$ cat config.mk
export PLATFORM = sky130hd
export DESIGN_NAME = trig_irq_ctrl
export DESIGN_NICKNAME = d
export VERILOG_FILES = /design/src/rtl/irq_pkg.sv /design/src/rtl/irq_sync.sv /design/src/rtl/irq_trig.sv /design/src/rtl/irq_regs.sv /design/src/rtl/irq_outgen.sv /design/src/rtl/trig_irq_ctrl.sv
export SDC_FILE = /design/constraint.sdc
export NUM_CORES = 1
export LEC_CHECK = 0
export BUFFER_PORTS_ARGS = -buffer_cell sky130_fd_sc_hd__buf_4
export CAP_MARGIN = 20
export CORE_ASPECT_RATIO = 0.5
export CORE_MARGIN = 3
export CORE_UTILIZATION = 40
export CTS_CLUSTER_DIAMETER = 120
export DETAILED_ROUTE_END_ITERATION = 10
export PLACE_DENSITY = 0.66
export SLEW_MARGIN = 20
export SYNTH_ARGS = -nofsm -noshare
export SYNTH_HDL_FRONTEND = slang
export SYNTH_SLANG_ARGS = --single-unit
export TNS_END_PERCENT = 100
$ cat constraint.sdc
create_clock -name clk -period 2.3 [get_ports clk]
set_input_delay 0.23 -clock clk [delete_from_list [all_inputs] [get_ports clk]]
set_output_delay 0.23 -clock clk [all_outputs]
set_load 0.01 [all_outputs]
$ cat src/rtl/irq_pkg.sv
// Shared definitions for the trigger interrupt controller.
// Assumes the register file is word addressed with byte addresses.
package irq_pkg;
    // Word index of each register; the software driver relies on these.
    typedef enum logic [2:0] {
        REG_UNMASK  = 3'd0,
        REG_PENDING = 3'd1,
        REG_SENSE   = 3'd2,
        REG_DIR     = 3'd3,
        REG_OFORM   = 3'd4,
        REG_OSENSE  = 3'd5,
        REG_INJECT  = 3'd6
    } reg_idx_e;
endpackage

$ cat src/rtl/irq_sync.sv
// Multi-stage synchroniser for a vector of asynchronous inputs.
// Assumes each input bit is independent; no bus coherency is implied.
module irq_sync #(
    parameter int N_SRC  = 32,
    parameter int STAGES = 2
) (
    input  logic             clk,
    input  logic             rst_n,
    input  logic [N_SRC-1:0] async_in,
    output logic [N_SRC-1:0] sync_out
);
    logic [STAGES-1:0][N_SRC-1:0] stg_q;

    // Shift the inputs through the flop chain.
    always_ff @(posedge clk) begin
        if (!rst_n) stg_q <= '0;
        else        stg_q <= {stg_q[STAGES-2:0], async_in};
    end

    assign sync_out = stg_q[STAGES-1];
endmodule

$ cat src/rtl/irq_trig.sv
// Per-source trigger detection and pending-bit latching.
// Assumes inputs are already synchronised; injection and write-one clear
// arrive as one-cycle vectors from the register block.
module irq_trig #(
    parameter int N_SRC = 32
) (
    input  logic             clk,
    input  logic             rst_n,
    input  logic [N_SRC-1:0] sync_in,
    input  logic [N_SRC-1:0] sense,
    input  logic [N_SRC-1:0] dir,
    input  logic [N_SRC-1:0] w1c,
    input  logic [N_SRC-1:0] inject,
    output logic [N_SRC-1:0] pending
);
    logic [N_SRC-1:0] prev_q;
    logic [N_SRC-1:0] pend_d;

    // Remember last synchronised input for transition detection.
    always_ff @(posedge clk) begin
        if (!rst_n) prev_q <= '0;
        else        prev_q <= sync_in;
    end

    for (genvar i = 0; i < N_SRC; i++) begin : g_src
        logic act_now, act_prev, set_b, clr_b;
        // Active means the input matches the selected direction.
        assign act_now  = ~(sync_in[i] ^ dir[i]);
        assign act_prev = ~(prev_q[i] ^ dir[i]);
        // Edge sensing sets on entry to active; level sensing while active.
        assign set_b    = (sense[i] ? (act_now & ~act_prev) : act_now) | inject[i];
        // Level sources refuse a clear while still active.
        assign clr_b    = w1c[i] & (sense[i] | ~act_now);
        assign pend_d[i] = set_b | (pending[i] & ~clr_b);
    end

    // Latch the pending vector.
    always_ff @(posedge clk) begin
        if (!rst_n) pending <= '0;
        else        pending <= pend_d;
    end
endmodule

$ cat src/rtl/irq_regs.sv
// Register file: unmask, trigger configuration, output configuration,
// write-one-clear and injection strobes, and combinational read mux.
// Assumes single-cycle writes; misaligned accesses are ignored.
module irq_regs
    import irq_pkg::*;
#(
    parameter int N_SRC  = 32,
    parameter int ADDR_W = 5
) (
    input  logic              clk,
    input  logic              rst_n,
    input  logic [ADDR_W-1:0] bus_addr,
    input  logic              bus_we,
    input  logic [N_SRC-1:0]  bus_wdata,
    input  logic [N_SRC-1:0]  pending,
    output logic [N_SRC-1:0]  bus_rdata,
    output logic [N_SRC-1:0]  unmask,
    output logic [N_SRC-1:0]  sense,
    output logic [N_SRC-1:0]  dir,
    output logic              oform,
    output logic              osense,
    output logic [N_SRC-1:0]  w1c,
    output logic [N_SRC-1:0]  inject
);
    localparam int IDX_W = ADDR_W - 2;

    logic             aligned;
    logic [IDX_W-1:0] widx;
    logic             wr_ok;

    assign aligned = (bus_addr[1:0] == 2'b00);
    assign widx    = bus_addr[ADDR_W-1:2];
    assign wr_ok   = bus_we & aligned;

    // Strobes into the trigger block, active only during the write cycle.
    assign w1c    = (wr_ok && widx == IDX_W'(REG_PENDING)) ? bus_wdata : '0;
    assign inject = (wr_ok && widx == IDX_W'(REG_INJECT))  ? bus_wdata : '0;

    // Hold the configuration registers.
    always_ff @(posedge clk) begin
        if (!rst_n) begin
            unmask <= '0;
            sense  <= '0;
            dir    <= '1;
            oform  <= 1'b0;
            osense <= 1'b0;
        end else if (wr_ok) begin
            if (widx == IDX_W'(REG_UNMASK)) unmask <= bus_wdata;
            if (widx == IDX_W'(REG_SENSE))  sense  <= bus_wdata;
            if (widx == IDX_W'(REG_DIR))    dir    <= bus_wdata;
            if (widx == IDX_W'(REG_OFORM))  oform  <= bus_wdata[0];
            if (widx == IDX_W'(REG_OSENSE)) osense <= bus_wdata[0];
        end
    end

    // Select read data for the addressed word.
    always_comb begin
        bus_rdata = '0;
        if (aligned) begin
            if (widx == IDX_W'(REG_UNMASK))  bus_rdata = unmask;
            if (widx == IDX_W'(REG_PENDING)) bus_rdata = pending;
            if (widx == IDX_W'(REG_SENSE))   bus_rdata = sense;
            if (widx == IDX_W'(REG_DIR))     bus_rdata = dir;
            if (widx == IDX_W'(REG_OFORM))   bus_rdata = {{(N_SRC-1){1'b0}}, oform};
            if (widx == IDX_W'(REG_OSENSE))  bus_rdata = {{(N_SRC-1){1'b0}}, osense};
        end
    end
endmodule

$ cat src/rtl/irq_outgen.sv
// Output stage: gates pending with unmask, forms level or strobe output
// and applies output polarity.
// Assumes pending and unmask are registered upstream.
module irq_outgen #(
    parameter int N_SRC = 32
) (
    input  logic             clk,
    input  logic             rst_n,
    input  logic [N_SRC-1:0] pending,
    input  logic [N_SRC-1:0] unmask,
    input  logic             oform,
    input  logic             osense,
    output logic             irq_out
);
    logic req, req_q, strobe, active;

    assign req = |(pending & unmask);

    // Track the request for new-request detection.
    always_ff @(posedge clk) begin
        if (!rst_n) req_q <= 1'b0;
        else        req_q <= req;
    end

    assign strobe  = req & ~req_q;
    assign active  = oform ? strobe : req;
    assign irq_out = osense ? active : ~active;
endmodule

$ cat src/rtl/trig_irq_ctrl.sv
// Top level of the trigger interrupt controller: synchroniser, trigger
// detection, register file and output stage.
// Assumes src_in is asynchronous and the bus is synchronous to clk.
module trig_irq_ctrl #(
    parameter int N_SRC  = 32,
    parameter int ADDR_W = 5,
    parameter int STAGES = 2
) (
    input  logic              clk,
    input  logic              rst_n,
    input  logic [ADDR_W-1:0] bus_addr,
    input  logic              bus_we,
    input  logic [N_SRC-1:0]  bus_wdata,
    output logic [N_SRC-1:0]  bus_rdata,
    input  logic [N_SRC-1:0]  src_in,
    output logic              irq_out
);
    logic [N_SRC-1:0] sync_q, status_q, en_q, mode_q, pol_q, w1c_v, inj_v;
    logic             omode_q, opol_q;

    irq_sync #(.N_SRC(N_SRC), .STAGES(STAGES)) u_sync (
        .clk(clk), .rst_n(rst_n), .async_in(src_in), .sync_out(sync_q)
    );

    irq_trig #(.N_SRC(N_SRC)) u_trig (
        .clk(clk), .rst_n(rst_n), .sync_in(sync_q), .sense(mode_q),
        .dir(pol_q), .w1c(w1c_v), .inject(inj_v), .pending(status_q)
    );

    irq_regs #(.N_SRC(N_SRC), .ADDR_W(ADDR_W)) u_regs (
        .clk(clk), .rst_n(rst_n), .bus_addr(bus_addr), .bus_we(bus_we),
        .bus_wdata(bus_wdata), .pending(status_q), .bus_rdata(bus_rdata),
        .unmask(en_q), .sense(mode_q), .dir(pol_q), .oform(omode_q),
        .osense(opol_q), .w1c(w1c_v), .inject(inj_v)
    );

    irq_outgen #(.N_SRC(N_SRC)) u_out (
        .clk(clk), .rst_n(rst_n), .pending(status_q), .unmask(en_q),
        .oform(omode_q), .osense(opol_q), .irq_out(irq_out)
    );
endmodule

==> results of run 1 <==
power by group through the flow:
stage / clock network [mW] / registers (mW) / logic [mW]
6_report: 3.69 / 4.15 / 0.734
5_1_grt: 3.92 / 4.16 / 0.802
4_1_cts: 3.74 / 4.14 / 0.732
3_5_place_dp: 0 / 4.23 / 0.641
3_3_place_gp: 0 / 4.22 / 0.631
2_1_floorplan: 0 / 4.19 / 0.384
logic make-up (layout without fill, tap and decap cells):
kind of cell | after synthesis | in the layout
compound gates | 234 | 234
xor+xnor | 7 | 7
buf+inv | 71 | 232
flops | 227 | 227
mux | 63 | 63
simple gates | 465 | 465
worst max path at each step:
stage	start	to	depth (start not counted)
finish	u_trig.pending[28]	irq_out	6
global route	u_regs.unmask[14]	irq_out	6
floorplan	bus_addr[2]	u_regs.unmask[1]	7
CTS	u_trig.pending[29]	irq_out	6
global placement	bus_addr[2]	u_regs.unmask[0]	6
detailed placement	bus_addr[2]	u_regs.unmask[0]	6
through the flow:
stage | worst slack [ps] | instance area (um2) | power (mW)
floorplan | 535 | 9390 | 4.57
global placement | 429 | 10500 | 4.86
detailed placement | 382 | 10500 | 4.87
CTS | 1.98 | 11900 | 8.61
global route | -124 | 11900 | 8.88
finish | -20.5 | 11900 | 8.57
flip-flops by register name (all words and copies together) (netlist names):
register / flops
u_regs.oform: 1
u_sync.stg_q: 32
u_regs.unmask: 32
u_trig.pending: 32
u_sync.sync_out: 32
u_trig.prev_q: 32
u_regs.osense: 1
u_regs.sense: 32
u_out.req_q: 1
u_regs.dir: 32
routing by layer:
layer  share of wire (%)  routed length (um)
met1                  46               12400
met2                  46               12200
met3                 5.8                1550
met4                 2.1                 554
met5                   0                   0
what timing repair did:
| item | CTS | global route |
|---|---|---|
| endpoints found under the setup margin | 1 | 1 |
| gates resized for setup | 4 | 8 |
| hold buffers | 64 | 0 |
| pin swaps | 1 | 7 |
| endpoints found under the hold margin | 91 | 0 |
area by class of cell:
cell class              count  area, um2
clock inverters             6       86.3
repair buffers            193       1640
clock buffers              33        643
fillers                  2053      10400
well taps                 300        375
multi-input cells         769       4610
flip-flops and latches    227       4550
worst max-delay path, stage by stage, from the launching register on:
cell and delay, ps:
dfxtp_2 360, a22oi_1 210, nand4_1 180, nor4_2 340
a21oi_1 90, xnor2_1 240, buf_4 170
placed cells by master, fill, tap and decap left out, types with 5 or more instances in the layout:
cell / instances
nor2b_1: 37
o31a_1: 29
clkbuf_1: 7
a21boi_0: 15
buf_4: 126
o22ai_1: 27
dfxtp_2: 6
nor2_1: 28
dlygate4sd3_1: 64
mux2_2: 54
mux4_2: 5
a21oi_1: 95
clkbuf_16: 23
nand3_1: 32
a22oi_2: 5
a22oi_1: 11
a21boi_1: 49
and2_1: 96
nand2_1: 223
nor3_1: 30
dfxtp_1: 221
==> run metrics, run 1 <==
met2 Use GR=34.4%; Syn Nets=1,139; post-route ant nets=0; Seq pwr share=48.4%; ant diodes=0; worst endpoint required time=2070 ps; row cnt=38; Hold Path Class=in2reg; number of setup violations in the final report=1; final wirelength=26,700 um; Pwr Density=720 nW/um2; capture point of the worst reg-to-reg path=u_out.req_q; # clock sinks=227; final worst setup slack=-20.5 ps; syn_area_per_cell=8.80 um2; Clock Latency Late Sink=510 ps; Final Net Count=1,285; switching share of total power=22.8%; Tcrit/Tclk final=101%; Setup Skew=7.69 ps; Final TNS setup=-20.5 ps; XOR/XNOR Fraction of Synth Area=0.653%; ys async rst share=0%; DR iter-0 viols=502; main combinational cell family by area after synthesis=simple AND/OR/NAND/NOR gates; final core area utilization=53.3%; destination of the worst hold path=u_regs.dir[4]; register-to-register setup slack=1030 ps; failing checks=setup timing; Die W=223 um; Syn Inst Count=1,067; final std cells w/o fill=1,528; Most used DFF post-synth=dfxtp_1; WS Path Type=reg2out; mux contribution to synthesized area=8.10%; number of enable flip-flop cells after synthesis=0; CTS tree=done; initial antenna violation count=0; max cap viols=0; Rel. slew slack=37.7%; Final min period=2320 ps; met3 Use GR=3.25%; sequential fraction of the synthesis area=48.4%; Synth Area in Compound Gates=16.2%; Area Overhead vs Synth=26.8%; Syn. warnings=0; placed insts=1,425; RSZ-0062 raised after global routing=true; # DRC=0; worst r2r path cells=4; Die H=114 um; most frequent cell after synthesis=dfxtp_1; VDD IR max=0.441 mV; reg2reg start=u_trig.pending[28]; top cell type's share of synthesized area=48.4%; crit path DAT=2090 ps; clock root cell=clkbuf_16; M1 GR Usage=27.9%; # IOs=105; initial core utilization=42.0%; power share of the combinational group=8.6%; CP max FO=3; Seq cells post-synth=227; Post-Syn Area=9390 um2; largest net degree at the start of global routing=71; gr usage total=20.5%; clock buffer depth=3; # port buffers=104; Max H-tree Level=1; leakage=4.78 nW; CP endpoint kind=primary output; share of cells above drive strength 1=19.5%; worst-margin pin slew=934 ps; final hold violation count=0; number of global-route vias before repair=8,019; Pre-antenna DRT Iters=5; CTS buffer count=22; DR WL/cell=17.5 um; clock group share of total power=43.0%; hpwl dp=17,400 um; final slew viol count=0; busiest grt layer=met2; outcome=finished, violations left; full die area=25,500 um2; NetSw=1.95 mW; vias=8,162; Synth Area in Adders=0%; Setup Fix Bufs, Post-CTS=0; Int Power=6.62 mW; Clk pin slew, worst setup/hold paths=60 ps; worst hold margin=94.2 ps; Startpoint Class=flip-flop; Post-synth top cells=dfxtp_1 (227), nand2_1 (223), and2_1 (96), a21oi_1 (95); Fmax=431 MHz; simple-gate area share of the yosys netlist=23.6%; core area=22,300 um2; hold path depth=2; Congestion Overflow GR=0; first-pass GRT wire length=42,600 um; post-synth cell types=34; GP Congestion=0.855; Synth area leader=dfxtp_1; top post-synthesis cells by area=dfxtp_1 (48%), nand2_1 (8.9%), mux2_2 (6.5%), and2_1 (6.4%), a21oi_1 (5.1%); vias per inst=5.34; hold wc startpoint=rst_n
Note: power is estimated with default switching activity, not from simulation.
==> inputs of run 2 (changes only) <==
- CTS_BUF_LIST: not set -> sky130_fd_sc_hd__clkbuf_8
==> run 2 against run 1 <==
Net effect:
- the flow now finishes without violations
- final cell count increased by 1.2%
- total power decreased by 5.3%
- clock skew increased by 15 ps
- sequential share of layout area increased by 0.21 points
- combinational power about the same
- clock power decreased by 12%
- final area decreased by 0.46%
- first-iteration DRC count increased by 19%
==> run metrics, run 2 (synthesis gave the netlist of run 1 again) <==
largest net degree at the start of global routing=71 (unchanged); footprint of the multi-input gates=4610 um2 (+0.11%); WP buf/inv=1 (unchanged); most frequent cells in the layout=nand2_1 (223), dfxtp_1 (222), buf_4 (127), and2_1 (96), a21oi_1 (95); Final TNS setup=0 ps (+20.5 ps); register-to-register setup slack=1030 ps (about the same); WS Path Type=reg2out; final slew viol count=0 (unchanged); DR iter-0 viols=595 (+19%); # fillers=2,070 (+0.83%); vias=8,173 (+0.13%); CP endpoint kind=primary output; Startpoint Class=flip-flop; number of global-route vias before repair=8,136 (+1.5%); post-route ant nets=0 (unchanged); most common cell after layout, fill and taps aside=nand2_1; Congestion Overflow GR=0 (unchanged); Pre-antenna DRT Iters=5 (unchanged); CP cell instances=a22oi_1 -> nand4_1 -> nor4_2 -> a21oi_1 -> xnor2_1 -> buf_4; full die area=25,500 um2 (unchanged); max cap viols=0 (unchanged); Max H-tree Level=2 (+1); Tcrit/Tclk final=99.5% (-1.4 points); worst-margin pin slew=902 ps (-32.4 ps); Clk pin slew, worst setup/hold paths=70 ps (about the same); # clock sinks=227 (unchanged); clock buffer depth=3 (unchanged); CTS tree=done; worst endpoint required time=2070 ps (about the same); Area Overhead vs Synth=26.2%; gr usage total=20.7% (+0.15 points); VDD IR max=0.265 mV (-40%); final hold violation count=0 (unchanged); CTS buffer count=35 (+59%); Die H=114 um (unchanged); hpwl dp=17,400 um (unchanged); row cnt=38 (unchanged); CP delay by family, top=simple AND/OR/NAND/NOR gates; Worst path max stage delay=380 ps (+20 ps); final std cells w/o fill=1,547 (+1.2%); first-pass GRT wire length=42,800 um (+0.47%); # IOs=105 (unchanged); Hold Path Class=in2reg; Setup Skew=23.0 ps (+15.4 ps); GP Congestion=0.855 (unchanged); share of cells above drive strength 1=20.3% (+0.83 points); final wirelength=26,600 um (-0.34%); crit path DAT=2060 ps (-30 ps); number of setup violations in the final report=0 (-1); capture point of the worst reg-to-reg path=u_out.req_q; initial core utilization=42.0% (unchanged); Die W=223 um (unchanged); outcome=finished, final reports clean; CP max FO=3 (unchanged); vias per inst=5.28 (-1.1%); DR WL/cell=17.2 um (-1.6%); Clock Latency Late Sink=510 ps (about the same); Final Net Count=1,298 (+1.0%); RSZ-0062 raised after global routing=true; # port buffers=104 (unchanged); ant diodes=0 (unchanged); Pwr Density=685 nW/um2 (-4.8%); slowest stage cell, crit path=dfxtp_1; Final min period=2290 ps (-31.3 ps); worst r2r path cells=4 (unchanged); CP Depth=6 (unchanged); Fmax=437 MHz (+1.4%); reg2reg start=u_regs.unmask[28]; clock root cell=clkbuf_8; initial antenna violation count=0 (unchanged); core area=22,300 um2 (unchanged); # DRC=0 (unchanged); Reg area=4560 um2 (about the same); worst setup path endpoint=irq_out; placed insts=1,425 (unchanged); beginning of the critical path=u_regs.unmask[28]; leakage=4.82 nW (+0.73%); Rel. slew slack=39.9% (+2.2 points)
run 2: changes by cell type in the layout (fill, tap and decap cells not counted), moves of 2 or more:
cell | before | now
inv_1 | 0 | 13
dfxtp_2 | 6 | 3
dfxtp_4 | 0 | 2
clkbuf_16 | 23 | 0
clkinv_2 | 3 | 0
clkbuf_8 | 3 | 45
bufinv_16 | 2 | 0
clkbuf_1 | 7 | 0
run 2: power breakdown:
part / leakage (nW) / total, mW / internal (mW) / switching [mW]
Combinational: 2.57 / 0.732 / 0.396 / 0.335
Sequential: 1.86 / 4.15 / 4.05 / 0.0937
Clock: 0.393 / 3.24 / 1.74 / 1.50
Total: 4.82 / 8.12 / 6.19 / 1.93
run 2: how the worst min path moves through the flow:
stage / from / to / slack (ps) / cells past startpoint
2_1_floorplan: bus_wdata[29] / u_regs.dir[29] / 350 / 2
4_1_cts: bus_wdata[22] / u_regs.sense[22] / 2 / 3
3_3_place_gp: u_sync.stg_q[31] / u_sync.sync_out[31] / 410 / 1
5_1_grt: bus_wdata[22] / u_regs.dir[22] / 10 / 3
3_5_place_dp: u_sync.stg_q[10] / u_sync.sync_out[10] / 420 / 1
6_report: bus_wdata[22] / u_regs.sense[22] / 20 / 3
run 2: what timing repair did:
item	in CTS	in global routing
endpoints found under the hold margin	87	0
pin swaps	5	5
buffers inserted	0	1
setup endpoints to repair	1	1
gates resized for setup	7	7
hold buffers	63	0
run 2: worst min-delay path: cells and delay by family:
| family | cells | cell delay, ps |
|---|---|---|
| AO/OA/AOI/OAI | 1 | 50 |
| buffers and inverters | 1 | 140 |
| AND/OR/NAND/NOR | 1 | 60 |
run 2: layout make-up:
type                    count  share of cell area (%)
repair buffers            193                    13.8
clock buffers              45                    5.23
flip-flops and latches    227                    38.5
clock inverters            13                   0.412
multi-input cells         769                    38.9
well taps                 300                    3.17
run 2: routing by layer:
metal  vias up  GRT usage (%)  share of wire, %
met5         -              0                 0
li1       3962              -                 -
met4         0           6.43               2.1
met2       240           34.1                46
met3        51           4.33               6.3
met1      3920           27.5                46
run 2: stage by stage:
step	worst slack (ps)	hold WS, ps	utilization [%]	area, um2	total power [mW]
floorplan	535	354	-	9390	4.57
CTS	4.42	1.62	52.9	11800	8.19
global route	-123	14.4	53.0	11800	8.49
finish	10.8	20.0	53.0	11800	8.12
detailed placement	382	417	47.0	10500	4.87
global placement	429	413	47.0	10500	4.86
==> inputs of run 3 (changes only) <==
--- a/config.mk
+++ b/config.mk
@@ -14,5 +14,5 @@
 export CTS_CLUSTER_DIAMETER = 120
 export DETAILED_ROUTE_END_ITERATION = 10
-export PLACE_DENSITY = 0.66
+export PLACE_DENSITY_LB_ADDON = 0.05
 export SLEW_MARGIN = 20
 export SYNTH_ARGS = -nofsm -noshare
==> constraint.sdc (replaced) <==
create_clock -name clk -period 2.3 [get_ports clk]
set_input_delay 0.23 -clock clk [delete_from_list [all_inputs] [get_ports clk]]
set_output_delay 0.23 -clock clk [all_outputs]
set_load 0.005 [all_outputs]
==> run 3 against run 2 <==
Net effect:
- the run now ends with setup timing left
- sequential cell count unchanged
- global-route usage increased by 0.73 points
- setup slack got worse by 47 ps
- combinational power about the same
- non-clock buffer count increased by 2
- sequential power about the same
- die area unchanged
- clock-buffer cell count decreased by 5
- core utilization decreased by 0.13 points
- clock power decreased by 3%
- final cell count unchanged
==> run metrics, run 3 (synthesis gave the netlist of run 1 again) <==
worst endpoint required time=2070 ps (about the same); Die H=114 um (unchanged); final worst setup slack=-36.0 ps (-46.8 ps); Pwr Density=679 nW/um2 (-0.88%); DR iter-0 viols=594 (-0.17%); ant diodes=0 (unchanged); Area Overhead vs Synth=25.9%; slowest stage cell, crit path=dfxtp_1; crit path DAT=2110 ps (+50 ps); Die W=223 um (unchanged); CTS tree=done; final hold violation count=0 (unchanged); row cnt=38 (unchanged); DP Worst Slack=296 ps (-85.9 ps); CTS buffer count=35 (unchanged); Tcrit/Tclk final=102% (+2.0 points); CP cell instances=a22oi_1 -> nand4_1 -> nor4_2 -> a21oi_1 -> xnor2_1 -> buf_4; final core area utilization=52.9% (-0.13 points); hpwl dp=17,900 um (+3.1%); gr usage total=21.4% (+0.73 points); switching share of total power=24.8% (+1.0 points); most frequent cells in the layout=nand2_1 (223), dfxtp_1 (222), buf_4 (127), and2_1 (96), a21oi_1 (95); Clk pin slew, worst setup/hold paths=60 ps (about the same); VDD IR max=0.338 mV (+27%); NetSw=1.99 mW (+3.2%); post-route ant nets=0 (unchanged); # port buffers=104 (unchanged); Clock Latency Late Sink=520 ps (about the same); initial core utilization=42.0% (unchanged); first-pass GRT wire length=43,300 um (+1.2%); Max H-tree Level=2 (unchanged); RSZ-0062 raised after global routing=true; Rel. slew slack=27.9% (-12 points); Final Net Count=1,300 (+0.15%); final std cells w/o fill=1,547 (unchanged); clock buffer depth=3 (unchanged); Setup Fix Bufs, Post-CTS=0 (unchanged); failing checks=setup timing; total power=8.03 mW (-1.1%); CP endpoint kind=primary output; Setup Skew=17.7 ps (-5.39 ps); Final min period=2340 ps (+46.8 ps); post-route cell area=11,800 um2 (-0.25%); largest net degree at the start of global routing=76 (+7.0%); power share of the combinational group=9.2% (+0.2 points); # clock sinks=227 (unchanged); placed insts=1,427 (+0.14%); Hold Path Class=in2reg; number of global-route vias before repair=7,746 (-4.8%); GP Congestion=0.817 (-4.5%); clock group share of total power=39.2% (-0.7 points); # IOs=105 (unchanged); Startpoint Class=flip-flop; # fillers=2,083 (+0.63%); core area=22,300 um2 (unchanged); Pre-antenna DRT Iters=5 (unchanged); vias per inst=5.13 (-2.9%); leakage=4.80 nW (-0.40%); final wirelength=27,500 um (+3.3%); placed instance area=10,500 um2 (+0.26%); WS Path Type=reg2out; max cap viols=0 (unchanged); share of cells above drive strength 1=20.3% (unchanged); Int Power=6.03 mW (-2.5%); final slew viol count=0 (unchanged); Seq pwr share=51.7% (+0.6 points); number of setup violations in the final report=1 (+1); worst-margin pin slew=1080 ps (+180 ps); Worst path max stage delay=340 ps (-40 ps); vias=7,939 (-2.9%); Fmax=428 MHz (-2.0%); Congestion Overflow GR=0 (unchanged); clock root cell=clkbuf_8; outcome=finished, violations left; most common cell after layout, fill and taps aside=nand2_1; # DRC=0 (unchanged); CP max FO=3 (unchanged); initial antenna violation count=0 (unchanged); full die area=25,500 um2 (unchanged); DR WL/cell=17.8 um (+3.3%)
-- run 3: power groups by stage --
stage	clock, mW	combinational (mW)	sequential, mW
global route	3.42	0.803	4.16
global placement	0	0.641	4.23
finish	3.14	0.735	4.15
CTS	3.22	0.735	4.14
floorplan	0	0.378	4.19
detailed placement	0	0.646	4.23
-- run 3: worst paths after layout --
kind / from / endpoint / slack (ps) / depth (start not counted)
worst max-delay path: u_trig.pending[24] / irq_out / -40 / 6
worst min-delay path: rst_n / u_regs.dir[5] / 110 / 2
worst max register to register: u_trig.pending[24] / u_out.req_q / 1010 / 4
worst min register to register: u_sync.stg_q[7] / u_sync.sync_out[7] / 430 / 1
-- run 3: area by class of cell --
cell class                      instances  area [um2]  share of cell area (%)
Tap cell                              300         375                    3.18
Sequential cell                       227        4550                    38.5
Clock inverter                         16        72.6                   0.614
Multi-Input combinational cell        769        4600                    39.0
Clock buffer                           40         551                    4.66
Timing Repair Buffer                  195        1670                    14.1
-- run 3: metrics by stage --
step | TNS [ps] | hold slack [ps]
4_1_cts | -69.0 | 95.2
5_1_grt | -159 | 125
3_5_place_dp | 0 | 418
6_report | -36.0 | 111
3_3_place_gp | 0 | 415
2_1_floorplan | 0 | 354
-- run 3: per-layer routing --
layer / track usage (%) / wire (um) / vias to the layer above / share of wire [%]
li1: - / - / 3970 / -
met1: 31.5 / 14000 / 3764 / 51
met2: 32.6 / 11600 / 169 / 42
met3: 4.12 / 1450 / 36 / 5.3
met4: 4.70 / 379 / 0 / 1.4
met5: 0 / 0 / - / 0
-- run 3: worst max-delay path: cells and delay by family (launching register included) --
kind	cells	cell delay (ps)
AO/OA/AOI/OAI	2	390
XOR/XNOR	1	250
buffers and inverters	1	160
flip-flops	1	340
AND/OR/NAND/NOR	2	460
-- run 3: repair_timing --
item	in CTS	in global routing
hold endpoints to repair	121	0
hold buffers	64	0
resized for setup	8	2
pin swaps	4	0
setup endpoints to repair	1	1
